File: src/rtl/hp_slot_pkg.sv
package hp_slot_pkg;
  localparam int CFG_DW  = 32;
  localparam int CFG_BW  = CFG_DW / 8;
  localparam int HALF_W  = CFG_DW / 2;
  localparam int STS_BYTE = 2;

  localparam int NUM_EV = 3;
  localparam int EV_ABP = 0;
  localparam int EV_PDC = 1;
  localparam int EV_CC  = 2;
  // bit position of each event in status and of its enable in control
  localparam int EV_BIT [NUM_EV] = '{0, 3, 4};

  localparam int B_HPIE = 5;
  localparam int B_PDS  = 6;
  localparam int B_EIS  = 7;
  localparam int B_EIC  = 11;

  localparam int NUM_IND = 2;
  localparam int IND_ATTN = 0;
  localparam int IND_PWR  = 1;
  localparam int IND_LO [NUM_IND] = '{6, 8};

  typedef enum logic [1:0] {
    IND_RSVD  = 2'b00,
    IND_ON    = 2'b01,
    IND_BLINK = 2'b10,
    IND_OFF   = 2'b11
  } ind_e;
endpackage

File: src/rtl/hp_slot_ctrl.sv
module hp_slot_ctrl
  import hp_slot_pkg::*;
(
  input  logic                 clk,
  input  logic                 rst,
  input  logic [1:0]           wr_b,
  input  logic [HALF_W-1:0]    wdata,
  output logic [NUM_EV-1:0]    en_q,
  output logic                 hpie_q,
  output logic [1:0]           ind_o [NUM_IND],
  output logic                 cmd_done,
  output logic                 eis_flip
);
  logic unused_ctrl_bits;
  assign unused_ctrl_bits = ^{wdata[15:12], wdata[10], wdata[2:1]};

  assign cmd_done = |wr_b;
  assign eis_flip = wr_b[B_EIC / 8] & wdata[B_EIC];

  always_ff @(posedge clk) begin
    if (rst) begin
      en_q   <= '0;
      hpie_q <= 1'b0;
    end else if (wr_b[0]) begin
      for (int i = 0; i < NUM_EV; i++) en_q[i] <= wdata[EV_BIT[i]];
      hpie_q <= wdata[B_HPIE];
    end
  end

  for (genvar k = 0; k < NUM_IND; k++) begin : g_ind
    localparam int LO = IND_LO[k];
    logic [1:0] field_q;
    always_ff @(posedge clk) begin
      if (rst)
        field_q <= IND_OFF;
      else if (wr_b[LO / 8] && (wdata[LO +: 2] != IND_RSVD))
        field_q <= wdata[LO +: 2];
    end
    assign ind_o[k] = field_q;
  end
endmodule

File: src/rtl/hp_slot_status.sv
module hp_slot_status
  import hp_slot_pkg::*;
(
  input  logic              clk,
  input  logic              rst,
  input  logic              clr_en,
  input  logic [7:0]        clr_byte,
  input  logic              cmd_done,
  input  logic              eis_flip,
  input  logic              btn_evt,
  input  logic              pres_req,
  input  logic              pres_val,
  output logic [NUM_EV-1:0] ev_q,
  output logic              pds_q,
  output logic              eis_q,
  output logic              err_q
);
  logic [NUM_EV-1:0] ev_set;
  logic [NUM_EV-1:0] ev_clr;
  logic              pres_ok;
  logic              unused_sts_bits;

  assign unused_sts_bits = ^{clr_byte[7:5], clr_byte[2:1]};
  assign pres_ok = pres_req & ~eis_q;

  always_comb begin
    ev_set         = '0;
    ev_set[EV_ABP] = btn_evt;
    ev_set[EV_PDC] = pres_ok;
    ev_set[EV_CC]  = cmd_done;
    for (int i = 0; i < NUM_EV; i++) ev_clr[i] = clr_en & clr_byte[EV_BIT[i]];
  end

  always_ff @(posedge clk) begin
    if (rst) begin
      ev_q  <= '0;
      pds_q <= 1'b0;
      eis_q <= 1'b0;
      err_q <= 1'b0;
    end else begin
      ev_q  <= ev_set | (ev_q & ~ev_clr);
      eis_q <= eis_q ^ eis_flip;
      err_q <= pres_req & eis_q;
      if (pres_ok) pds_q <= pres_val;
    end
  end
endmodule

File: src/rtl/hp_slot_notify.sv
module hp_slot_notify
  import hp_slot_pkg::*;
(
  input  logic              clk,
  input  logic              rst,
  input  logic              msg_mode,
  input  logic [NUM_EV-1:0] ev,
  input  logic [NUM_EV-1:0] en,
  input  logic              hpie,
  output logic              irq_level,
  output logic              irq_msg
);
  logic cond;
  logic cond_q;

  assign cond = hpie & (|(ev & en));

  always_ff @(posedge clk) begin
    if (rst) begin
      cond_q    <= 1'b0;
      irq_level <= 1'b0;
      irq_msg   <= 1'b0;
    end else begin
      cond_q    <= cond;
      irq_level <= ~msg_mode & cond;
      irq_msg   <= msg_mode & cond & ~cond_q;
    end
  end
endmodule

File: src/rtl/hp_slot_regs.sv
module hp_slot_regs
  import hp_slot_pkg::*;
#(
  parameter int ADDR_W = 12,
  parameter logic [ADDR_W-1:0] SLOT_OFFS = 12'h018
) (
  input  logic              clk,
  input  logic              rst,
  input  logic              cfg_wr,
  input  logic              cfg_rd,
  input  logic [ADDR_W-1:0] cfg_addr,
  input  logic [CFG_DW-1:0] cfg_wdata,
  input  logic [CFG_BW-1:0] cfg_be,
  output logic [CFG_DW-1:0] cfg_rdata,
  input  logic              btn_evt,
  input  logic              pres_req,
  input  logic              pres_val,
  input  logic              msg_mode,
  output logic              irq_level,
  output logic              irq_msg,
  output logic              hp_err,
  output logic [1:0]        pwr_ind,
  output logic [1:0]        attn_ind
);
  localparam int DW_LSB = $clog2(CFG_BW);

  logic              slot_hit;
  logic [1:0]        ctrl_wr_b;
  logic              sts_clr_en;
  logic [NUM_EV-1:0] en_q;
  logic              hpie_q;
  logic [1:0]        ind_v [NUM_IND];
  logic              cmd_done;
  logic              eis_flip;
  logic [NUM_EV-1:0] ev_q;
  logic              pds_q;
  logic              eis_q;
  logic [HALF_W-1:0] ctrl_word;
  logic [HALF_W-1:0] sts_word;
  logic              unused_top_bits;

  assign unused_top_bits = ^{cfg_wdata[CFG_DW-1:24], cfg_be[CFG_BW-1], cfg_addr[DW_LSB-1:0],
                             SLOT_OFFS[DW_LSB-1:0]};

  assign slot_hit   = (cfg_addr[ADDR_W-1:DW_LSB] == SLOT_OFFS[ADDR_W-1:DW_LSB]);
  assign ctrl_wr_b  = {2{cfg_wr & slot_hit}} & cfg_be[1:0];
  assign sts_clr_en = cfg_wr & slot_hit & cfg_be[STS_BYTE];

  hp_slot_ctrl u_ctrl (
    .clk      (clk),
    .rst      (rst),
    .wr_b     (ctrl_wr_b),
    .wdata    (cfg_wdata[HALF_W-1:0]),
    .en_q     (en_q),
    .hpie_q   (hpie_q),
    .ind_o    (ind_v),
    .cmd_done (cmd_done),
    .eis_flip (eis_flip)
  );

  hp_slot_status u_sts (
    .clk      (clk),
    .rst      (rst),
    .clr_en   (sts_clr_en),
    .clr_byte (cfg_wdata[STS_BYTE*8 +: 8]),
    .cmd_done (cmd_done),
    .eis_flip (eis_flip),
    .btn_evt  (btn_evt),
    .pres_req (pres_req),
    .pres_val (pres_val),
    .ev_q     (ev_q),
    .pds_q    (pds_q),
    .eis_q    (eis_q),
    .err_q    (hp_err)
  );

  hp_slot_notify u_ntf (
    .clk       (clk),
    .rst       (rst),
    .msg_mode  (msg_mode),
    .ev        (ev_q),
    .en        (en_q),
    .hpie      (hpie_q),
    .irq_level (irq_level),
    .irq_msg   (irq_msg)
  );

  assign attn_ind = ind_v[IND_ATTN];
  assign pwr_ind  = ind_v[IND_PWR];

  always_comb begin
    ctrl_word = '0;
    sts_word  = '0;
    for (int i = 0; i < NUM_EV; i++) begin
      ctrl_word[EV_BIT[i]] = en_q[i];
      sts_word[EV_BIT[i]]  = ev_q[i];
    end
    ctrl_word[B_HPIE] = hpie_q;
    for (int k = 0; k < NUM_IND; k++) ctrl_word[IND_LO[k] +: 2] = ind_v[k];
    sts_word[B_PDS] = pds_q;
    sts_word[B_EIS] = eis_q;
  end

  always_ff @(posedge clk) begin
    if (rst)
      cfg_rdata <= '0;
    else if (cfg_rd)
      cfg_rdata <= slot_hit ? {sts_word, ctrl_word} : '0;
  end
endmodule

File: config.mk
export PLATFORM = sky130hd
export DESIGN_NAME = hp_slot_regs
export DESIGN_NICKNAME = d
export VERILOG_FILES = /design/src/rtl/hp_slot_pkg.sv /design/src/rtl/hp_slot_ctrl.sv /design/src/rtl/hp_slot_status.sv /design/src/rtl/hp_slot_notify.sv /design/src/rtl/hp_slot_regs.sv
export SDC_FILE = /design/constraint.sdc
export NUM_CORES = 1
export LEC_CHECK = 0
export ABC_CLOCK_PERIOD_IN_PS = 5400
export CORE_ASPECT_RATIO = 1.75
export CORE_MARGIN = 3
export CORE_UTILIZATION = 37
export CTS_CLUSTER_DIAMETER = 50
export DETAILED_ROUTE_END_ITERATION = 8
export HOLD_SLACK_MARGIN = 0.1
export PLACE_DENSITY = 0.86
export SETUP_SLACK_MARGIN = 0.05
export SLEW_MARGIN = 20
export SYNTH_ARGS = -nofsm -noshare
export SYNTH_HDL_FRONTEND = slang
export SYNTH_SLANG_ARGS = --single-unit
File: constraint.sdc
create_clock -name clk -period 5.4 [get_ports clk]
set_input_delay 0.54 -clock clk [delete_from_list [all_inputs] [get_ports clk]]
set_output_delay 0.54 -clock clk [all_outputs]
set_load 0.02 [all_outputs]
==> flow_summary.json, run 1 <==
{
  "cts_sinks": 30,
  "finalSetupViolCount": 0,
  "die_x_microns": 51.6,
  "routed_wl_mm": 3.05,
  "fin_nets": 251,
  "cp.required_ns": 5.57,
  "cts_hold_buf": 0,
  "area_growth_pct": 42.1,
  "path_clk_slew_ns": 0.07,
  "synth_top_area_frac": 0.446,
  "die-area_sq_mm": 0.00443,
  "end_kind": "flip-flop",
  "core_sq_mm": 0.00343,
  "status": "completed",
  "intPower_uw": 383,
  "setup_ws_ns": 2.87,
  "max-cap-violations": 0,
  "gr-usage-met1": 0.139,
  "power_frac_comb": 0.101,
  "fin_crit_ns": 2.53,
  "hold_path_depth": 1,
  "grtUsageMet3": 0.0452,
  "clk_latency_ns": 0.29,
  "cts_resized": 0,
  "netlist_area_sq_mm": 0.00135,
  "worstHoldStart": "u_ntf.cond_q",
  "cts_root_buf": "clkbuf_8",
  "rsz0062_at_grt": "no",
  "rows": 28,
  "synth_seq_cells": 30,
  "synthTopCellsByArea": "dfxtp_1 (45%), buf_4 (11%), nand2b_1 (7.0%)",
  "num_vias": 1149,
  "start_util": 0.392,
  "drt_pass1_iterations": 7,
  "ys_seq_area_frac": 0.446,
  "finClkSkew_ns": 0.00878,
  "drc_errors": 0,
  "grt_use_met2": 0.248,
  "top_usage_layer": "met2",
  "cp_slowest_cell": "or4_1",
  "timing.fmax_ghz": 0.396,
  "cts_setup_buffers": 0,
  "final_max_slew_viol_count": 0,
  "num_antenna_cells": 0,
  "p_per_area_mw_per_mm2": 259,
  "detail_route.wl_per_cell_microns": 12.7,
  "tritoncts": "yes",
  "final.setup.tns_ns": 0,
  "via_per_inst": 4.77,
  "cts_buffer_depth": 2,
  "slowest_delay_ns": 0.68,
  "crit_chain": "clkdlybuf4s50_1 -> or4_1 -> nor3_4 -> nand4_1 -> a211o_1",
  "power_uw": 495,
  "r2r-start": "u_sts.ev_q[0]",
  "sequentialPowerShare": 0.453,
  "worst_hold_slack_ns": 0.395,
  "place_ws_ns": 2.56,
  "reg2reg_depth": 3,
  "crit_arrival_ns": 2.70,
  "ant_nets": 0,
  "clkPwrFrac": 0.446,
  "die_height_microns": 85.8,
  "gp_congestion": 0.770,
  "first_iter_violations": 24,
  "period_share": 0.468,
  "synth.distinct_cells": 31,
  "grt_pass1_wl_mm": 4.71,
  "rr_endpoint": "u_ntf.irq_msg",
  "synth_warnings": 0,
  "reg2reg_setup_slack_ns": 4.34,
  "p_leak_nw": 0.705,
  "grt_max_degree": 27,
  "dp_hpwl_mm": 2.34,
  "cts_made_buffers": 5,
  "synthArstFlopShare": 0,
  "synth_edf_count": 0,
  "cts.htree.levels": 2,
  "synth_area_leader_cell": "dfxtp_1",
  "ir_drop_mv": 0.246,
  "switchingPower_uw": 112,
  "portBuffers": 52,
  "critPathKind": "input port to flip-flop",
  "grt_usage": 0.145,
  "relSlewSlack": 0.412,
  "synth_cells": 146,
  "path_max_fanout": 17,
  "min_to": "u_ntf.irq_msg",
  "worst_pin_slew_ns": 0.880,
  "ys_top_cells_by_count": "dfxtp_1 (30), buf_4 (19), a21oi_1 (16), nand3_1 (16), nand2b_1 (15)",
  "p_sw_frac": 0.227,
  "drive_gt1_frac": 0.0561,
  "grt_pass1_vias": 1074,
  "io-pin-count": 95,
  "antenna_found_initial": 0,
  "synth_ff_type": "dfxtp_1",
  "hold_path.class": "flip-flop to flip-flop",
  "avgSynthCellArea_sq_um": 9.23,
  "start_kind": "input port",
  "yosysMostFrequentCell": "dfxtp_1",
  "grt.overflow.total": 0,
  "hold_viol": 0
}
## metrics by stage
step | util | cell area, sq um | instances
floorplan | - | 1420 | 164
global placement | 0.526 | 1810 | 233
detailed placement | 0.526 | 1810 | 233
CTS | 0.558 | 1910 | 241
global route | 0.558 | 1910 | 241
finish | 0.558 | 1910 | 241
## critical path: cells and delay by family
family	cells	cell delay, ns
buf+inv	1	0.39
compound gates	1	0.33
simple gates	3	1.44
## cell families after synthesis
kind of cell | count (synthesis) | share of synthesized area
muxes | 4 | 0.0297
buffers and inverters | 32 | 0.149
other | 1 | 0.00278
xor gates and xnor gates | 1 | 0.00650
AOI/OAI and AO/OA | 28 | 0.134
DFF | 30 | 0.446
and+or+nand+nor | 50 | 0.232
## layout by cell type, fill, tap and decap left out
cell type	netlist	routed
nand3_1	16	16
and3_1	1	1
bufinv_16	0	1
and4_1	1	1
clkinv_2	0	2
a41oi_1	1	1
o211ai_1	2	2
conb_1	1	19
nand2b_1	15	15
nand4_1	1	1
a21oi_1	16	16
o41ai_1	2	2
or4_1	1	1
nor2_1	6	6
a21boi_1	2	2
nor3_4	1	1
nand3b_1	2	2
nor4_4	1	1
nor4_1	1	1
a211o_1	3	3
mux2i_1	4	4
dfxtp_1	30	30
o21a_1	1	1
xnor2_1	1	1
nand2_1	2	2
clkbuf_8	0	5
a222oi_1	1	1
or4b_4	1	1
clkdlybuf4s50_1	0	52
inv_1	4	4
nor3b_1	1	1
## worst max path at each step
stage | to | startpoint | slack (ns) | cells after the start
detailed placement | u_ctrl.g_ind[1].field_q[0] | cfg_addr[9] | 2.56 | 5
finish | u_ctrl.g_ind[1].field_q[0] | cfg_addr[9] | 2.87 | 5
CTS | u_ctrl.g_ind[1].field_q[0] | cfg_addr[9] | 2.87 | 5
floorplan | u_ctrl.g_ind[0].field_q[0] | cfg_addr[2] | 3.23 | 5
global route | u_ctrl.g_ind[1].field_q[0] | cfg_addr[9] | 2.77 | 5
global placement | u_ctrl.g_ind[1].field_q[0] | cfg_addr[9] | 2.63 | 5
## area by class of cell
class / count / area, sq um
Fill cell: 323 / 1520
Clock buffer: 5 / 68.8
Tap cell: 45 / 56.3
Timing Repair Buffer: 52 / 520
Clock inverter: 3 / 40.0
Inverter: 4 / 15.0
Sequential cell: 30 / 601
Multi-Input combinational cell: 102 / 613
## power by group through the flow
stage / registers (mW) / clock network, mW / logic, mW
3_3_place_gp: 0.229 / 0 / 0.0489
3_5_place_dp: 0.229 / 0 / 0.0497
5_1_grt: 0.224 / 0.237 / 0.0536
2_1_floorplan: 0.228 / 0 / 0.0347
4_1_cts: 0.224 / 0.226 / 0.0496
6_report: 0.224 / 0.221 / 0.0500
## registers in the layout, summed over array words and instances, names as in the netlist
name	cells
u_ctrl.g_ind.field_q	4
u_sts.pds_q	1
cfg_rdata	13
u_ntf.cond_q	1
u_sts.ev_q	3
u_sts.err_q	1
u_ctrl.hpie_q	1
u_ntf.irq_msg	1
u_ctrl.en_q	3
u_ntf.irq_level	1
u_sts.eis_q	1
## metal layers
layer | vias to the layer above | share of wire
met2 | 50 | 0.56
met1 | 522 | 0.34
met4 | 0 | 0.040
li1 | 567 | -
met3 | 10 | 0.064
met5 | - | 0
(Power assumes the default switching activity.)
==> run 2, diff against run 1 <==
ABC_CLOCK_PERIOD_IN_PS = 2300   (was 5400)
CORE_UTILIZATION = 31   (was 37)
PLACE_DENSITY = 0.77   (was 0.86)
clock period = 2.3 ns   (was 5.4 ns; I/O delays follow)
==> run 2 against run 1 <==
  * Non-clock buffer count grew 5
  * Clock skew grew 0.0022 ns
  * Utilization shrank 8.6 points
  * Critical path type unchanged
  * Largest power group unchanged
==> flow_summary.json, run 2 (synthesis gave the netlist of run 1 again) <==
{
  "cts_root_buf": "clkbuf_8",
  "final_common_cell": "clkdlybuf4s50_1",
  "final.setup.tns_ns": 0,
  "grt_pass1_vias": 1098,
  "drive_gt1_frac": 0.0746,
  "rsz0062_at_grt": "no",
  "routed_wl_mm": 3.03,
  "drc_errors": 0,
  "via_per_inst": 4.59,
  "die_height_microns": 93.2,
  "reg_top3": "cfg_rdata (13), u_ctrl.g_ind.field_q (4)",
  "clk_latency_ns": 0.29,
  "fin_crit_ns": 1.92,
  "critPathKind": "input port to flip-flop",
  "cts.htree.levels": 2,
  "drt_pass1_iterations": 4,
  "cts_hold_buf": 0,
  "cp.required_ns": 2.47,
  "power_mw": 1.17,
  "start_kind": "input port",
  "cts_resized": 0,
  "cts_setup_buffers": 0,
  "tritoncts": "yes",
  "grt_max_degree": 27,
  "worst_pin_slew_ns": 0.689,
  "die_x_microns": 55.8,
  "grt_pass1_wl_mm": 5.00,
  "hold_viol": 0,
  "ant_nets": 0,
  "finalSetupViolCount": 0,
  "p_per_area_mw_per_mm2": 595,
  "path_clk_slew_ns": 0.06,
  "io-pin-count": 95,
  "reg2reg_depth": 3,
  "path_max_fanout": 8,
  "largest_reg_flops": 13,
  "fin_nets": 256,
  "max-cap-violations": 0,
  "area_growth_pct": 45.3,
  "start_util": 0.325,
  "first_iter_violations": 24,
  "antenna_found_initial": 0,
  "dp_hpwl_mm": 2.36,
  "hold_path_depth": 1,
  "most-common-layout-cells": "clkdlybuf4s50_1 (52), dfxtp_1 (30), conb_1 (19), a21oi_1 (16), nand3_1 (16)",
  "relSlewSlack": 0.539,
  "final_max_slew_viol_count": 0,
  "die-area_sq_mm": 0.00521,
  "crit_arrival_ns": 2.10,
  "core_sq_mm": 0.00415,
  "grt.overflow.total": 0,
  "ir_drop_mv": 0.481,
  "cts_made_buffers": 5,
  "detail_route.wl_per_cell_microns": 12.1,
  "cts_sinks": 30,
  "end_kind": "flip-flop",
  "rows": 31,
  "num_vias": 1147,
  "gp_congestion": 0.758,
  "period_share": 0.837,
  "p_leak_nw": 0.725,
  "status": "completed",
  "grt_usage": 0.125,
  "cts_buffer_depth": 2,
  "num_antenna_cells": 0,
  "regMostFlops": "cfg_rdata",
  "timing.fmax_ghz": 0.520,
  "hold_path.class": "flip-flop to flip-flop",
  "finClkSkew_ns": 0.0109,
  "portBuffers": 52
}
[run 2: critical path, cell delays in order]
cell             delay (ns)
clkdlybuf4s50_1        0.39
or4_1                  0.68
nor4_4                 0.26
buf_4                  0.21
a21boi_1               0.08
a211o_1                0.26
[run 2: final cells by class]
| type | count | area [sq um] |
|---|---|---|
| sequential | 30 | 601 |
| timing repair buffer | 57 | 558 |
| clock buffer | 6 | 72.6 |
| fill | 402 | 2190 |
| tap | 49 | 61.3 |
| clock inverter | 2 | 37.5 |
| multi-input combinational | 102 | 613 |
| inverter | 4 | 15.0 |
[run 2: where the power goes]
| part | switching [mW] | total, mW | leakage [nW] | internal [mW] |
|---|---|---|---|---|
| clock network | 0.197 | 0.520 | 0.0514 | 0.323 |
| logic | 0.0602 | 0.120 | 0.431 | 0.0595 |
| registers | 0.00288 | 0.526 | 0.243 | 0.523 |
[run 2: per-stage QoR]
| step | util | hold slack (ns) | instance area (sq um) | cells | setup slack, ns |
|---|---|---|---|---|---|
| 6_report | 0.472 | 0.412 | 1960 | 250 | 0.376 |
| 5_1_grt | 0.472 | 0.435 | 1960 | 250 | 0.286 |
| 4_1_cts | 0.472 | 0.416 | 1960 | 250 | 0.373 |
| 3_5_place_dp | 0.445 | 0.405 | 1850 | 242 | 0.0696 |
| 3_3_place_gp | 0.445 | 0.376 | 1850 | 242 | 0.0936 |
| 2_1_floorplan | - | 0.302 | 1420 | 164 | 0.438 |
[run 2: path summary, 6_finish.rpt]
check,to,from,slack [ns]
worst max-delay path,u_ctrl.g_ind[0].field_q[0],cfg_addr[9],0.38
worst min-delay path,u_ntf.irq_msg,u_ntf.cond_q,0.41
worst max register to register,u_ntf.irq_msg,u_sts.ev_q[0],1.28
worst min register to register,u_ntf.irq_msg,u_ntf.cond_q,0.41
[run 2: routing by layer]
layer	routed length [microns]	GRT usage	up-vias
li1	-	-	578
met1	1090	0.127	510
met2	1590	0.218	53
met3	246	0.0262	6
met4	107	0.0950	0
met5	0	0	-
